[src/rtl/cic_pkg.sv]
`timescale 1ns/1ps
package cic_pkg;

    typedef enum logic [1:0] {
        RF_IDLE,
        RF_COUNT,
        RF_ACTIVE
    } rst_state_e;

    typedef enum logic {
        NL_CLEAR,
        NL_PENDING
    } nmi_state_e;

    typedef enum logic [1:0] {
        BS_RUN,
        BS_STALL,
        BS_TAKE_MASK,
        BS_TAKE_NMI
    } bnd_state_e;

endpackage

[src/rtl/cic_sync.sv]
`timescale 1ns/1ps
module cic_sync #(
    parameter int WIDTH  = 4,
    parameter int STAGES = 2
) (
    input  logic             clk,
    input  logic [WIDTH-1:0] async_i,
    output logic [WIDTH-1:0] sync_o
);

    logic [WIDTH-1:0] chain [STAGES];

    generate
        for (genvar s = 0; s < STAGES; s++) begin : g_stage
            if (s == 0) begin : g_first
                always_ff @(posedge clk) begin
                    chain[0] <= async_i;
                end
            end else begin : g_next
                always_ff @(posedge clk) begin
                    chain[s] <= chain[s-1];
                end
            end
        end
    endgenerate

    assign sync_o = chain[STAGES-1];

endmodule

[src/rtl/cic_rst_filter.sv]
`timescale 1ns/1ps
module cic_rst_filter
    import cic_pkg::*;
#(
    parameter int MIN_CYCLES = 4
) (
    input  logic clk,
    input  logic rst_s_i,
    output logic core_rst_o
);

    localparam int CNT_W = $clog2(MIN_CYCLES + 1);
    localparam logic [CNT_W-1:0] LAST = CNT_W'(MIN_CYCLES - 1);

    rst_state_e       state_q, state_n;
    logic [CNT_W-1:0] cnt_q, cnt_n;

    // State register
    always_ff @(posedge clk) begin
        state_q <= state_n;
        cnt_q   <= cnt_n;
    end

    // Next state: count consecutive synchronized reset samples
    always_comb begin
        state_n = state_q;
        cnt_n   = cnt_q;
        unique case (state_q)
            RF_IDLE: begin
                cnt_n = '0;
                if (rst_s_i) begin
                    if (MIN_CYCLES <= 1) begin
                        state_n = RF_ACTIVE;
                    end else begin
                        state_n = RF_COUNT;
                        cnt_n   = CNT_W'(1);
                    end
                end
            end
            RF_COUNT: begin
                if (!rst_s_i) begin
                    state_n = RF_IDLE;
                    cnt_n   = '0;
                end else if (cnt_q == LAST) begin
                    state_n = RF_ACTIVE;
                    cnt_n   = '0;
                end else begin
                    cnt_n = cnt_q + CNT_W'(1);
                end
            end
            RF_ACTIVE: begin
                cnt_n = '0;
                if (!rst_s_i) begin
                    state_n = RF_IDLE;
                end
            end
            default: begin
                state_n = RF_IDLE;
                cnt_n   = '0;
            end
        endcase
    end

    // Outputs
    always_comb begin
        core_rst_o = (state_q == RF_ACTIVE);
    end

endmodule

[src/rtl/cic_nmi_latch.sv]
`timescale 1ns/1ps
module cic_nmi_latch
    import cic_pkg::*;
(
    input  logic clk,
    input  logic clr_i,
    input  logic nmi_s_i,
    input  logic grant_i,
    output logic pend_o
);

    nmi_state_e state_q, state_n;
    logic       prev_q;
    logic       rise;

    assign rise = nmi_s_i & ~prev_q;

    // State register
    always_ff @(posedge clk) begin
        state_q <= state_n;
        prev_q  <= nmi_s_i;
    end

    // Next state: hold one request, merge repeats
    always_comb begin
        state_n = state_q;
        unique case (state_q)
            NL_CLEAR: begin
                if (rise) begin
                    state_n = NL_PENDING;
                end
            end
            NL_PENDING: begin
                if (grant_i && !rise) begin
                    state_n = NL_CLEAR;
                end
            end
            default: state_n = NL_CLEAR;
        endcase
        if (clr_i) begin
            state_n = NL_CLEAR;
        end
    end

    // Outputs
    always_comb begin
        pend_o = (state_q == NL_PENDING);
    end

endmodule

[src/rtl/cic_boundary.sv]
`timescale 1ns/1ps
module cic_boundary
    import cic_pkg::*;
#(
    parameter int              TYPE_W   = 8,
    parameter logic [TYPE_W-1:0] NMI_TYPE = TYPE_W'(2)
) (
    input  logic              clk,
    input  logic              clr_i,
    input  logic              eoi_i,
    input  logic              wait_i,
    input  logic              ie_i,
    input  logic              intr_s_i,
    input  logic              test_s_i,
    input  logic              nmi_pend_i,
    output logic              grant_nmi_o,
    output logic              take_o,
    output logic              is_nmi_o,
    output logic [TYPE_W-1:0] type_o,
    output logic              stall_o
);

    bnd_state_e state_q, state_n;
    logic       boundary;
    logic       nmi_go;
    logic       mask_go;

    // A stalled core is interruptible on every cycle
    assign boundary = ((state_q == BS_RUN) && eoi_i) || (state_q == BS_STALL);
    assign nmi_go   = boundary && nmi_pend_i;
    assign mask_go  = boundary && intr_s_i && ie_i && !nmi_pend_i;

    // State register
    always_ff @(posedge clk) begin
        state_q <= state_n;
    end

    // Next state
    always_comb begin
        state_n = state_q;
        unique case (state_q)
            BS_RUN: begin
                if (nmi_go) begin
                    state_n = BS_TAKE_NMI;
                end else if (mask_go) begin
                    state_n = BS_TAKE_MASK;
                end else if (wait_i && test_s_i) begin
                    state_n = BS_STALL;
                end
            end
            BS_STALL: begin
                if (nmi_go) begin
                    state_n = BS_TAKE_NMI;
                end else if (mask_go) begin
                    state_n = BS_TAKE_MASK;
                end else if (!test_s_i) begin
                    state_n = BS_RUN;
                end
            end
            BS_TAKE_MASK: state_n = BS_RUN;
            BS_TAKE_NMI:  state_n = BS_RUN;
            default:      state_n = BS_RUN;
        endcase
        if (clr_i) begin
            state_n = BS_RUN;
        end
    end

    // Outputs
    always_comb begin
        grant_nmi_o = nmi_go && !clr_i;
        take_o      = (state_q == BS_TAKE_MASK) || (state_q == BS_TAKE_NMI);
        is_nmi_o    = (state_q == BS_TAKE_NMI);
        type_o      = (state_q == BS_TAKE_NMI) ? NMI_TYPE : '0;
        stall_o     = (state_q == BS_STALL);
    end

endmodule

[src/rtl/cpu_ctl_cond.sv]
`timescale 1ns/1ps
module cpu_ctl_cond #(
    parameter int                SYNC_STAGES    = 2,
    parameter int                RST_MIN_CYCLES = 4,
    parameter int                TYPE_W         = 8,
    parameter logic [TYPE_W-1:0] NMI_TYPE       = TYPE_W'(2)
) (
    input  logic              clk,
    input  logic              rst_i,
    input  logic              intr_i,
    input  logic              nmi_i,
    input  logic              test_i,
    input  logic              ie_i,
    input  logic              eoi_i,
    input  logic              wait_i,
    output logic              core_rst_o,
    output logic              irq_take_o,
    output logic              irq_is_nmi_o,
    output logic [TYPE_W-1:0] irq_type_o,
    output logic              wait_stall_o
);

    localparam int N_IN = 4;
    localparam int B_RST  = 3;
    localparam int B_INTR = 2;
    localparam int B_NMI  = 1;
    localparam int B_TEST = 0;

    logic [N_IN-1:0] raw_in;
    logic [N_IN-1:0] sync_in;
    logic            rst_s;
    logic            intr_s;
    logic            nmi_s;
    logic            test_s;
    logic            nmi_pend;
    logic            nmi_grant;

    assign raw_in = {rst_i, intr_i, nmi_i, test_i};
    assign rst_s  = sync_in[B_RST];
    assign intr_s = sync_in[B_INTR];
    assign nmi_s  = sync_in[B_NMI];
    assign test_s = sync_in[B_TEST];

    cic_sync #(
        .WIDTH  (N_IN),
        .STAGES (SYNC_STAGES)
    ) sync_i (
        .clk     (clk),
        .async_i (raw_in),
        .sync_o  (sync_in)
    );

    cic_rst_filter #(
        .MIN_CYCLES (RST_MIN_CYCLES)
    ) rst_flt_i (
        .clk        (clk),
        .rst_s_i    (rst_s),
        .core_rst_o (core_rst_o)
    );

    cic_nmi_latch nmi_i_latch (
        .clk     (clk),
        .clr_i   (core_rst_o),
        .nmi_s_i (nmi_s),
        .grant_i (nmi_grant),
        .pend_o  (nmi_pend)
    );

    cic_boundary #(
        .TYPE_W   (TYPE_W),
        .NMI_TYPE (NMI_TYPE)
    ) bnd_i (
        .clk         (clk),
        .clr_i       (core_rst_o),
        .eoi_i       (eoi_i),
        .wait_i      (wait_i),
        .ie_i        (ie_i),
        .intr_s_i    (intr_s),
        .test_s_i    (test_s),
        .nmi_pend_i  (nmi_pend),
        .grant_nmi_o (nmi_grant),
        .take_o      (irq_take_o),
        .is_nmi_o    (irq_is_nmi_o),
        .type_o      (irq_type_o),
        .stall_o     (wait_stall_o)
    );

endmodule

[config.mk]
export PLATFORM = sky130hd
export DESIGN_NAME = cpu_ctl_cond
export DESIGN_NICKNAME = d
export VERILOG_FILES = /design/src/rtl/cic_pkg.sv /design/src/rtl/cic_sync.sv /design/src/rtl/cic_rst_filter.sv /design/src/rtl/cic_nmi_latch.sv /design/src/rtl/cic_boundary.sv /design/src/rtl/cpu_ctl_cond.sv
export SDC_FILE = /design/constraint.sdc
export NUM_CORES = 1
export LEC_CHECK = 0
export CORE_MARGIN = 1
export CORE_UTILIZATION = 43
export DETAILED_ROUTE_END_ITERATION = 12
export PLACE_DENSITY = 0.75
export SYNTH_ARGS = -nofsm -noshare
export SYNTH_HDL_FRONTEND = slang
export SYNTH_SLANG_ARGS = --single-unit
[constraint.sdc]
create_clock -name clk -period 1.7 [get_ports clk]
set_input_delay 0.17 -clock clk [delete_from_list [all_inputs] [get_ports clk]]
set_output_delay 0.17 -clock clk [all_outputs]
set_load 0.03 [all_outputs]
After elaboration in Yosys (flattened, before gate mapping)
Memory sizes are Yosys's and may differ from the RTL's.
Cells that the tools add are included.
{ "word_totals": {"memories": 1, "ram_bits": 8, "reg_bits": 9, "out_inout_bits": 12} }
{ "op_classes": {"n_eq_ne": 11, "n_reduce_logical": 18, "n_bitwise": 3, "muxes": 20, "n_addsub": 1} }
{ "memory_table": {"columns": ["memory", "depth", "word_bits", "rd", "rd_clocked_by_memory_dff", "write_ports", "line_no", "rtl"], "rows": [
  ["sync_i.chain", 2, 4, 2, 0, 2, "cic_sync.sv:11", "logic [WIDTH-1:0] chain [STAGES];"]
]} }
{ "op_table": {"columns": ["op", "n"], "rows": [
  ["$mux 2", 11],
  ["$pmux 2 s3", 2],
  ["$logic_and 1x1->1", 8],
  ["$ne 4x2->1 const B", 2],
  ["$eq 2x2->1 const B", 3],
  ["$mux 3", 2],
  ["$pmux 3 s2", 1],
  ["$eq 2x1->1 const B", 2],
  ["$logic_not 2->1", 2],
  ["$ne 2x2->1 const B", 2],
  ["$add 3x1->3 const B", 1],
  ["$eq 3x2->1 const B", 1],
  ["$logic_not 1->1", 3],
  ["$mux 1", 3],
  ["$ne 3x2->1 const B", 1],
  ["$reduce_and 3->1", 1],
  ["$logic_or 1x1->1", 2],
  ["$not 1->1", 2],
  ["$pmux 1 s2", 1],
  ["$reduce_and 2->1", 1],
  ["$reduce_or 2->1", 1],
  ["$and 1x1->1", 1]
]} }

Depth between registers and ports, before layout
{ "depth": {"depth_word": 9, "depth_mapped": 4, "depth_no_buf": 4} }

Cells and area by module
Synthesis repeated with hierarchy kept, for this count alone.
{ "unflattened": {"hier_cells": 59, "hier_area_um2": 656.9} }
{ "modules_own_cells": {"columns": ["mod", "area_each_um2", "cells_per_inst", "instances"], "rows": [
  ["cic_rst_filter", 210.2, 17, 1],
  ["cic_boundary", 195.2, 25, 1],
  ["cic_sync", 190.2, 12, 1],
  ["cic_nmi_latch", 61.3, 5, 1]
]} }

Least setup slack after synthesis
Ideal clock, no wire load.
{ "synth_timing": {"kind": "register to register", "startpoint": "register rst_flt_i.state_q[0]", "endpoint": "register rst_flt_i.state_q[0] (enable)", "slack_ps": 223, "n_path_buf": 0, "arrival_ps": 1195, "stages_incl_launch_ff": 3, "cell_sequence": "edfxtp_1 nor2b_1 a2bb2oi_1"} }
{ "synth_between": {"elab_chain_len": 3, "elab_cells_between_ends": 7, "classes_between": "eq/ne: 5; reduce/logical: 2"} }
{ "synth_rtl": {"columns": ["element", "line_no", "rtl"], "rows": [
  ["start: declaration", "cic_rst_filter.sv:15", "rst_state_e state_q, state_n;"],
  ["start signal: assignment", "cic_rst_filter.sv:20", "state_q <= state_n;"],
  ["$eq 2x2->1", null, null],
  ["named net core_rst_o", "cpu_ctl_cond.sv:16", "output logic core_rst_o,"],
  ["$ne 2x2->1 (no source line)", null, null],
  ["$reduce_and 3->1 (no source line)", null, null]
]} }
The timed path passes the listed nets, and every way through them passes these cells.
A chain may end at the register's enable or synchronous reset.

Final worst setup path
{ "layout_timing": {"startpoint": "register rst_flt_i.state_q[1]", "endpoint": "output core_rst_o"} }
{ "layout_between": {"elab_chain_len": 1} }
{ "layout_rtl": {"columns": ["element", "line_no", "rtl"], "rows": [
  ["$eq 2x2->1", "cic_rst_filter.sv:66", "core_rst_o = (state_q == RF_ACTIVE);"],
  ["end: declaration", "cpu_ctl_cond.sv:16", null]
]} }
No other way between the ends.

==> reports/results.tsv <==
stage	metric	value	unit
clock_network	h-tree-depth	1	
drt	postRouteAntennaNets	0	
place	placedCellCount	81	
grt	gr-usage-met1	12.5	%
timing	fmax	638	MHz
drt	first_iter_violations	8	
grt	grt_pass1_wl	1310	um
place	io_buffer_count	12	
critical_path	path_class	flip-flop to output port	
clock_network	cts_resized	4	
drt	drc_errors	0	
timing	fin_hold_ws	0.307	ns
floorplan	fp-row-count	13	
power	power.total	1.21	mW
timing	hold_viol	0	
grt	grt_use_total	13.5	%
grt	grt_overflow	0	
clock_network	clk_latency	0.29	ns
critical_path	arrival	1.40	ns
min_path	hp-class	input port to flip-flop	
critical_path	critPathLaunchType	flip-flop	
floorplan	dieWidth	40.3	um
timing	fin_crit_sh	92.2	%
yosys	ys_types	22	
floorplan	pin_count	20	
finish	instances_no_fill	85	
yosys	seq_area_frac_synth	57.3	%
timing	setup_ws	0.132	ns
yosys	yosys_warnings	0	
finish	num-fill-cells	120	
yosys	synthCells	56	
grt	grt_max_degree	11	
place	post-place-ws	0.149	ns
clock_network	ctsHoldBuffers	0	
grt	use_met3	5.00	%
clock_network	tritoncts	built	
power	power-per-cell-area	1610	mW/mm^2
grt	grtUsageMet2	23.8	%
timing	period_minus_slack	1.57	ns
yosys	syn_avg_cell_area	11.2	um^2
timing	setup_violations	0	
power	p_leak	0.340	nW
clock_network	cts.sinks	17	
finish	multiInputGateArea	214	um^2
floorplan	start_util	47.2	%
floorplan	coreArea	0.00133	mm^2
drt	vias	399	
clock_network	cts_root_buf	clkbuf_4	
floorplan	die_area	0.00162	mm^2
finish	nNetsFinal	80	
drt	first_pass_iters	3	
place	dpl.hpwl	655	um
flow_run	maxCapViolCount	0	
finish	utilization	56.3	%
drt	totalWireLength	889	um
critical_path	crit_path_end_kind	output port	
timing	clock_skew	0.00379	ns
grt	grt_pass1_vias	317	
finish	seq_area	360	um^2
floorplan	die_h	40.3	um
timing	tns	0	ns
finish	diodes	0	
grt	top_usage_layer	met2	
clock_network	cts.clk_slew.worst_paths	0.10	ns
finish	design_area	751	um^2
drt	routedWlPerCell	10.5	um
yosys	ys_ff_latch	17	
grt	antenna_found_initial	0	
finish	drive_gt1_share	14.3	%
drt	viasPerCell	4.69	
timing	slew_violations	0	
critical_path	required	1.53	ns
critical_path	worst-path-max-fanout	5	
clock_network	clockBufferDepth	2	
yosys	synth_area	629	um^2
clock_network	cts-buffers-inserted	3	
clock_network	postCtsSetupBuffers	0	
place	routabilityCongestion	0.634	
power	ir_drop	0.633	mV
run_status	status	finished clean	
finish	area_growth	19.3	%
place	place_area	728	um^2
timing	grt_setup_unrepaired	false	
[power breakdown]
part	internal, mW	leakage [nW]	switching (mW)
Combinational	0.196	0.176	0.239
Sequential	0.499	0.146	0.0592
Clock	0.0877	0.0177	0.129
Total	0.783	0.340	0.428
[cells by family (layout without fill, tap and decap cells)]
| logic type | after synthesis | count (layout) | synth area share [%] |
|---|---|---|---|
| adders and majority gates | 1 | 1 | 1.99 |
| buffers and inverters | 11 | 19 | 12.3 |
| other | 1 | 7 | 0.596 |
| AOI/OAI and AO/OA | 9 | 9 | 11.5 |
| DFF | 17 | 17 | 57.3 |
| and+or+nand+nor | 17 | 17 | 16.3 |
[cells in the mapped netlist]
cell / count / share of area (%)
a21oi_1: 5 / 4.0
a221oi_2: 1 / 2.4
a2bb2oi_1: 1 / 1.4
and2_1: 1 / 0.99
and2_2: 1 / 1.2
and2b_2: 1 / 1.4
and3_1: 1 / 0.99
buf_4: 8 / 9.5
conb_1: 1 / 0.60
dfxtp_1: 15 / 48
dlygate4sd3_1: 1 / 1.6
edfxtp_1: 2 / 9.5
ha_1: 1 / 2.0
inv_1: 2 / 1.2
nand2b_1: 3 / 3.0
nor2_1: 5 / 3.0
nor2b_1: 2 / 2.0
nor4b_1: 1 / 1.4
o21ai_0: 1 / 0.79
o21bai_4: 1 / 3.0
or2_1: 1 / 0.99
or2_4: 1 / 1.4
[final cells by class]
class | count | share of cell area (%)
Clock buffer | 3 | 3.00
Clock inverter | 1 | 0.667
Inverter | 2 | 1.00
Multi-Input combinational cell | 34 | 28.5
Sequential cell | 17 | 48.0
Tap cell | 15 | 2.50
Timing Repair Buffer | 13 | 16.3
[critical path, stage by stage (launching register included)]
cell and delay [ns]:
edfxtp_1 0.39, nor2b_1 0.28, dlygate4sd2_1 0.44
[final timing paths]
kind	start	to	slack, ns	cells past startpoint
setup reg to reg	rst_flt_i.state_q[0]	rst_flt_i.state_q[1]	0.28	4
setup / recovery	rst_flt_i.state_q[1]	core_rst_o	0.13	2
hold reg to reg	sync_i.chain[0][1]	sync_i.chain[0][5]	0.33	0
hold / removal	rst_i	sync_i.chain[0][3]	0.31	1
[cell usage in the layout (no fill, tap or decap), types with 2 or more instances in the layout]
cell type        Yosys  final
a21oi_1              5      5
clkbuf_4             0      3
clkdlybuf4s50_1      0      8
conb_1               1      7
dfxtp_1             15     15
dlygate4sd2_1        0      4
edfxtp_1             2      2
inv_1                2      2
nand2b_1             3      3
nor2_1               5      5
nor2b_1              2      2
[per-layer routing]
layer	part of all wire, %	routed length, um	vias up
met4	1.6	14	0
met3	6.7	60	2
met2	50	441	19
met5	0	0	-
met1	42	373	182
li1	-	-	196
[registers in the layout, indices dropped and copies added (netlist names)]
signal / cells
sync_i.chain: 8
rst_flt_i.cnt_q: 3
bnd_i.state_q: 2
rst_flt_i.state_q: 2
nmi_i_latch.pend_o: 1
nmi_i_latch.prev_q: 1
Note: power is estimated with default switching activity, not from simulation.
